File: config.mk
export PLATFORM = sky130hd
export DESIGN_NAME = ee_autoload
export DESIGN_NICKNAME = d
export VERILOG_FILES = /design/src/rtl/ee_autoload_pkg.sv /design/src/rtl/ee_clkdiv.sv /design/src/rtl/ee_seq.sv /design/src/rtl/ee_capture.sv /design/src/rtl/ee_autoload.sv
export SDC_FILE = /design/constraint.sdc
export NUM_CORES = 1
export LEC_CHECK = 0
export CAP_MARGIN = 20
export CORE_AREA = 2 2 101 103
export DETAILED_ROUTE_END_ITERATION = 6
export DIE_AREA = 0 0 103 105
export GPL_TIMING_DRIVEN = 1
export HOLD_SLACK_MARGIN = 0.1
export PLACE_DENSITY = 0.61
export SYNTH_ARGS = -nofsm -noshare
export SYNTH_HDL_FRONTEND = slang
export SYNTH_SLANG_ARGS = --single-unit
File: constraint.sdc
create_clock -name clk_i -period 4.2 [get_ports clk_i]
set_input_delay 0.42 -clock clk_i [delete_from_list [all_inputs] [get_ports clk_i]]
set_output_delay 0.42 -clock clk_i [all_outputs]
set_load 0.02 [all_outputs]
File: src/rtl/ee_autoload_pkg.sv
package ee_autoload_pkg;
  typedef enum logic [1:0] {ST_SENSE = 2'd0, ST_RUN = 2'd1, ST_DONE = 2'd2} ld_state_e;
  localparam int ID_WORDS = 3;
  localparam int DATA_W = 16;
  localparam logic [1:0] OP_READ = 2'b10;
endpackage

File: src/rtl/ee_clkdiv.sv
module ee_clkdiv #(
  parameter int CLK_DIV = 256
) (
  input  logic clk_i,
  input  logic rst_ni,
  input  logic en_i,
  output logic wrap_o,
  output logic mid_o,
  output logic high_o
);
  localparam int CNT_W = $clog2(CLK_DIV);
  localparam int HALF  = CLK_DIV / 2;

  logic [CNT_W-1:0] cnt_q;

  assign wrap_o = en_i && (cnt_q == CNT_W'(CLK_DIV - 1));
  assign mid_o  = en_i && (cnt_q == CNT_W'(HALF));
  assign high_o = (cnt_q >= CNT_W'(HALF));

  always_ff @(posedge clk_i or negedge rst_ni) begin
    if (!rst_ni)     cnt_q <= '0;
    else if (!en_i)  cnt_q <= '0;
    else if (wrap_o) cnt_q <= '0;
    else             cnt_q <= cnt_q + 1'b1;
  end
endmodule

File: src/rtl/ee_seq.sv
module ee_seq
  import ee_autoload_pkg::*;
#(
  parameter int ADDR_W    = 6,
  parameter int BASE_ADDR = 0,
  localparam int WORD_W   = $clog2(ID_WORDS)
) (
  input  logic              clk_i,
  input  logic              rst_ni,
  input  logic              en_i,
  input  logic              wrap_i,
  input  logic              mid_i,
  input  logic              high_i,
  output logic              cs_o,
  output logic              sk_o,
  output logic              di_o,
  output logic              sample_o,
  output logic              store_o,
  output logic [WORD_W-1:0] word_o,
  output logic              last_o
);
  localparam int CMD_BITS   = 3 + ADDR_W;
  localparam int DATA_FIRST = CMD_BITS + 1;
  localparam int DATA_LAST  = DATA_FIRST + DATA_W - 1;
  localparam int GAP_BIT    = DATA_LAST + 1;
  localparam int BIT_W      = $clog2(GAP_BIT + 1);

  logic [BIT_W-1:0]    bit_q;
  logic [WORD_W-1:0]   word_q;
  logic [CMD_BITS-1:0] cmd, cmd_sh;

  always_ff @(posedge clk_i or negedge rst_ni) begin
    if (!rst_ni) begin
      bit_q  <= '0;
      word_q <= '0;
    end else if (!en_i) begin
      bit_q  <= '0;
      word_q <= '0;
    end else if (wrap_i) begin
      if (bit_q == BIT_W'(GAP_BIT)) begin
        bit_q  <= '0;
        word_q <= word_q + 1'b1;
      end else begin
        bit_q <= bit_q + 1'b1;
      end
    end
  end

  assign cmd    = {1'b1, OP_READ, ADDR_W'(BASE_ADDR + int'(word_q))};
  assign cmd_sh = cmd << bit_q;  // MSB-first walk; zero past the command

  assign cs_o     = en_i && (bit_q < BIT_W'(GAP_BIT));
  assign sk_o     = cs_o && high_i;
  assign di_o     = cs_o && cmd_sh[CMD_BITS-1];
  assign sample_o = mid_i && cs_o && (bit_q >= BIT_W'(DATA_FIRST)) && (bit_q <= BIT_W'(DATA_LAST));
  assign store_o  = wrap_i && (bit_q == BIT_W'(DATA_LAST));
  assign last_o   = wrap_i && (bit_q == BIT_W'(GAP_BIT)) && (word_q == WORD_W'(ID_WORDS - 1));
  assign word_o   = word_q;
endmodule

File: src/rtl/ee_capture.sv
module ee_capture
  import ee_autoload_pkg::*;
#(
  parameter logic [DATA_W-1:0] DEF_VENDOR    = 16'h1D0F,
  parameter logic [DATA_W-1:0] DEF_SUBVENDOR = 16'h1D0F,
  parameter logic [DATA_W-1:0] DEF_MODEL     = 16'h0004,
  localparam int WORD_W = $clog2(ID_WORDS)
) (
  input  logic              clk_i,
  input  logic              rst_ni,
  input  logic              sample_i,
  input  logic              do_i,
  input  logic              store_i,
  input  logic [WORD_W-1:0] word_i,
  output logic [DATA_W-1:0] vendor_o,
  output logic [DATA_W-1:0] subvendor_o,
  output logic [DATA_W-1:0] model_o
);
  localparam logic [ID_WORDS-1:0][DATA_W-1:0] DEFS = {DEF_MODEL, DEF_SUBVENDOR, DEF_VENDOR};

  logic [DATA_W-1:0] shreg_q;
  logic [DATA_W-1:0] id_q [ID_WORDS];

  always_ff @(posedge clk_i or negedge rst_ni) begin
    if (!rst_ni)       shreg_q <= '0;
    else if (sample_i) shreg_q <= {shreg_q[DATA_W-2:0], do_i};
  end

  for (genvar g = 0; g < ID_WORDS; g++) begin : g_id
    always_ff @(posedge clk_i or negedge rst_ni) begin
      if (!rst_ni)                                     id_q[g] <= DEFS[g];
      else if (store_i && (word_i == WORD_W'(g)))      id_q[g] <= shreg_q;
    end
  end

  assign vendor_o    = id_q[0];
  assign subvendor_o = id_q[1];
  assign model_o     = id_q[2];
endmodule

File: src/rtl/ee_autoload.sv
module ee_autoload
  import ee_autoload_pkg::*;
#(
  parameter int                CLK_DIV       = 256,
  parameter int                ADDR_W        = 6,
  parameter int                BASE_ADDR     = 0,
  parameter logic [DATA_W-1:0] DEF_VENDOR    = 16'h1D0F,
  parameter logic [DATA_W-1:0] DEF_SUBVENDOR = 16'h1D0F,
  parameter logic [DATA_W-1:0] DEF_MODEL     = 16'h0004
) (
  input  logic              clk_i,
  input  logic              rst_ni,
  input  logic              cs_sense_i,
  input  logic              ee_do_i,
  input  logic              man_we_i,
  input  logic [2:0]        man_wdata_i,
  output logic              ee_cs_o,
  output logic              ee_sk_o,
  output logic              ee_di_o,
  output logic [3:0]        man_rdata_o,
  output logic              present_o,
  output logic              done_o,
  output logic [DATA_W-1:0] vendor_id_o,
  output logic [DATA_W-1:0] subvendor_id_o,
  output logic [DATA_W-1:0] model_id_o
);
  localparam int WORD_W = $clog2(ID_WORDS);

  ld_state_e         state_q;
  logic              present_q;
  logic [2:0]        man_q;
  logic              run;
  logic              wrap, mid, high;
  logic              seq_cs, seq_sk, seq_di, sample, store, last;
  logic [WORD_W-1:0] word;

  assign run = (state_q == ST_RUN);

  always_ff @(posedge clk_i or negedge rst_ni) begin
    if (!rst_ni) begin
      state_q   <= ST_SENSE;
      present_q <= 1'b0;
    end else begin
      unique case (state_q)
        ST_SENSE: begin
          present_q <= cs_sense_i;
          state_q   <= cs_sense_i ? ST_RUN : ST_DONE;
        end
        ST_RUN:  if (last) state_q <= ST_DONE;
        default: state_q <= ST_DONE;
      endcase
    end
  end

  // manual access only once the fetch has released the lines
  always_ff @(posedge clk_i or negedge rst_ni) begin
    if (!rst_ni)                            man_q <= '0;
    else if (man_we_i && state_q == ST_DONE) man_q <= man_wdata_i;
  end

  ee_clkdiv #(.CLK_DIV(CLK_DIV)) i_clkdiv (
    .clk_i, .rst_ni, .en_i(run), .wrap_o(wrap), .mid_o(mid), .high_o(high)
  );

  ee_seq #(.ADDR_W(ADDR_W), .BASE_ADDR(BASE_ADDR)) i_seq (
    .clk_i, .rst_ni, .en_i(run), .wrap_i(wrap), .mid_i(mid), .high_i(high),
    .cs_o(seq_cs), .sk_o(seq_sk), .di_o(seq_di), .sample_o(sample),
    .store_o(store), .word_o(word), .last_o(last)
  );

  ee_capture #(
    .DEF_VENDOR(DEF_VENDOR), .DEF_SUBVENDOR(DEF_SUBVENDOR), .DEF_MODEL(DEF_MODEL)
  ) i_capture (
    .clk_i, .rst_ni, .sample_i(sample), .do_i(ee_do_i), .store_i(store), .word_i(word),
    .vendor_o(vendor_id_o), .subvendor_o(subvendor_id_o), .model_o(model_id_o)
  );

  assign done_o      = (state_q == ST_DONE);
  assign present_o   = present_q;
  assign ee_cs_o     = done_o ? man_q[0] : seq_cs;
  assign ee_sk_o     = done_o ? man_q[1] : seq_sk;
  assign ee_di_o     = done_o ? man_q[2] : seq_di;
  assign man_rdata_o = {ee_do_i, ee_di_o, ee_sk_o, ee_cs_o};
endmodule

==> results.py <==
metrics = {
    "sta": {
        "period_needed_ns": 2.739,
        "slew_headroom_pct": 40.37,
        "finalMaxSlewViolations": 0,
        "fmax_mhz": 365.1,
        "finalCritPeriodShare_pct": 65.22,
        "setup_violations": 0,
        "rsz0062_at_grt": "no",
        "hold_violations": 0,
        "skew_ns": 0.01318,
        "setup_ws_ns": 1.461,
        "timing.setup.tns_ns": 0,
        "worst_slew_pin_slew_ns": 0.8897,
    },
    "detailed_routing": {
        "num_vias": 2264,
        "drt_iter0_markers": 87,
        "first_pass_iters": 4,
        "vias_per_cell": 4.817,
        "wire_per_inst_um": 15.62,
        "ant_nets": 0,
        "drt_wl_total_um": 7342,
        "drc": 0,
    },
    "grt": {
        "grt_pass1_vias": 2313,
        "antenna_found_initial": 0,
        "grt_pass1_wl_um": 12110,
        "grt_max_degree": 86,
        "grt_use_total_pct": 14.40,
        "grt-ovfl-total": 0,
    },
    "status": {
        "status": "finished, final reports clean",
    },
    "worst_setup_path": {
        "crit_type": "reg2out",
        "max_stage_delay_ns": 0.60,
        "critPathCaptureType": "output port",
        "path_depth": 4,
        "cp.arrival_ns": 2.32,
        "crit_family": "simple AND/OR/NAND/NOR gates",
        "critPathLaunchType": "flop",
        "regToRegStartpoint": "i_seq.bit_q[0]",
        "rr_worst_depth": 6,
        "worst_path_max_delay_cell": "clkdlybuf4s50_1",
        "path_buf_inv": 1,
        "worst-path-max-fanout": 18,
        "cp_cell_sequence": "nand2b_1 > nor2_1 > a22o_1 > clkdlybuf4s50_1",
        "startpoint": "state_q[1]",
        "cp.required_ns": 3.78,
    },
    "floorplan": {
        "initial_core_util_pct": 39.49,
        "die_y_um": 105,
        "ios": 65,
        "die_w_um": 103,
        "design.die.area_um2": 10820,
        "fp-row-count": 36,
        "core_um2": 9639,
    },
    "place": {
        "post_dp_cell_area_um2": 4519,
        "dp_slack_ns": 1.614,
        "io_buffers": 64,
        "place_hpwl_um": 4712,
        "dp_cells": 452,
        "gp_congestion": 0.7930,
    },
    "clocking": {
        "root_buffer": "clkbuf_8",
        "clock-sinks": 85,
        "cts_resized": 0,
        "postCtsSetupRepairBufs": 0,
        "clock_latency_ns": 0.35,
        "cts_tree": "done",
        "htreeDepth": 3,
        "clk_pin_slew_ns": 0.09,
        "cts_buffer_depth": 2,
        "cts_inserted_buffers": 9,
    },
    "layout": {
        "final_area_um2": 4780,
        "finalNonFillerCells": 470,
        "fin_util_pct": 49.58,
        "area_growth_pct": 25.58,
        "layout.nets": 348,
        "drive_gt1_share_pct": 32.64,
        "diodes": 0,
    },
    "yosys": {
        "synth_nets": 284,
        "ys_top_cells_by_area": "dfrtp_1, mux2_4, dfstp_2",
        "ys_ff_latch": 85,
        "synth_top_area_share_pct": 44.71,
        "synth_top_family_by_area": "multiplexers",
        "yosysTopAreaCell": "dfrtp_1",
        "ys_seq_area_share_pct": 56.44,
        "synth_xor_area_share_pct": 1.841,
        "netlist_area_um2": 3806,
        "syn_inst": 268,
        "ys_types": 43,
        "synth_compound_area_share_pct": 2.400,
        "synth.mux.area_fraction_pct": 23.60,
        "synthAdderAreaFrac_pct": 2.630,
        "syn-mean-instance-area_um2": 14.20,
        "synth_simple_gate_area_share_pct": 9.895,
        "yosysWarnings": 0,
    },
    "power": {
        "ir_drop_mv": 0.1465,
        "leakage_uw": 0.002188,
        "power_density_nw_per_um2": 320.8,
    },
    "flow_run": {
        "cap_violations": 0,
    },
    "worst_hold_path": {
        "hp-class": "in2async",
    },
}
## final timing paths
kind	slack (ns)	endpoint
max	1.46	ee_sk_o
max reg2reg	1.62	i_capture.shreg_q[7]
min reg2reg	0.52	i_capture.subvendor_o[5]
min	0.45	i_clkdiv.cnt_q[1]
max in group asynchronous	3.12	i_capture.subvendor_o[8]
min in group clk_i	0.52	i_capture.subvendor_o[5]
## layout make-up
type                            instances  area, um^2
Sequential cell                        85        2148
Inverter                                8       30.03
Clock buffer                           10       127.6
Tap cell                              133       166.4
Timing Repair Buffer                   66       675.6
Multi-Input combinational cell        162        1536
Clock inverter                          6       95.09
Fill cell                             888        4860
## layer usage
metal / routed length, um / track usage (%)
met5: 0 / 0
met4: 114 / 6.015
met3: 240 / 2.542
met2: 3397 / 20.27
met1: 3590 / 21.67
## synth_stat cells
cell type,count
and3_1,1
nor4_1,1
nand4bb_1,1
mux2i_1,2
inv_1,8
a311o_1,1
mux2_2,38
nand2_4,3
mux2_4,30
nand2b_1,2
nand3b_1,1
nand2_1,9
xor2_1,3
a22o_1,1
nand3_2,1
dfrtp_1,68
buf_1,1
clkbuf_2,2
nor2_1,18
or3_1,2
nand4_4,1
or2_2,1
nor4_4,1
o21bai_1,1
a211oi_1,1
buf_6,3
nand3_1,5
o21ai_0,3
ha_1,8
nor4b_1,2
a21o_1,1
clkbuf_1,1
nand4_1,2
buf_2,2
nor4_2,1
nand4b_1,2
buf_4,4
xnor2_1,5
dfstp_2,17
a21oi_1,5
a32o_1,1
nor2b_1,1
nor3_1,7
## cell usage in the layout, fill, tap and decap left out, drive strengths merged, types with 2 or more instances in the layout
cell type       n
clkbuf         10
dfstp          17
mux2i           2
bufinv          2
nand4b          2
clkinv          2
ha              8
a21oi           5
dfrtp          68
buf             2
nand3           6
xor2            3
nor4b           2
nand2b          2
nor4            3
xnor2           5
o21ai           3
nor3            7
nor2           18
mux2           68
clkdlybuf4s50  63
inv            10
nand4           3
nand2          12
or3             2
## cell families after synthesis
| group | Yosys count |
|---|---|
| AOI/OAI and AO/OA | 14 |
| xor gates and xnor gates | 8 |
| adders and majority gates | 8 |
| buffers and inverters | 21 |
| DFF | 85 |
| muxes | 70 |
| and+or+nand+nor | 62 |
## per-stage QoR
stage,hold slack [ns],power (uW)
floorplan,0.1244,866.5
global placement,0.4912,901.8
detailed placement,0.4977,901.9
CTS,0.3029,1544
global route,0.4734,1579
finish,0.4474,1533
## timing repair
item	CTS	global route
hold buffers	0	1
endpoints found under the setup margin	0	0
hold endpoints to repair	0	10
## power by group
| part | switching (uW) | internal [uW] |
|---|---|---|
| sequential | 3.24 | 824 |
| clock | 303 | 342 |
| combinational | 33.0 | 28.6 |
## sequential cells by signal, indices dropped and copies added (netlist names)
register               count
i_capture.model_o         16
i_capture.shreg_q         16
i_capture.subvendor_o     16
i_capture.vendor_o        16
i_clkdiv.cnt_q             8
i_seq.bit_q                5
i_seq.word_o               2
man_q                      3
present_o                  1
state_q                    2
Power figures use the tool's default switching activity.
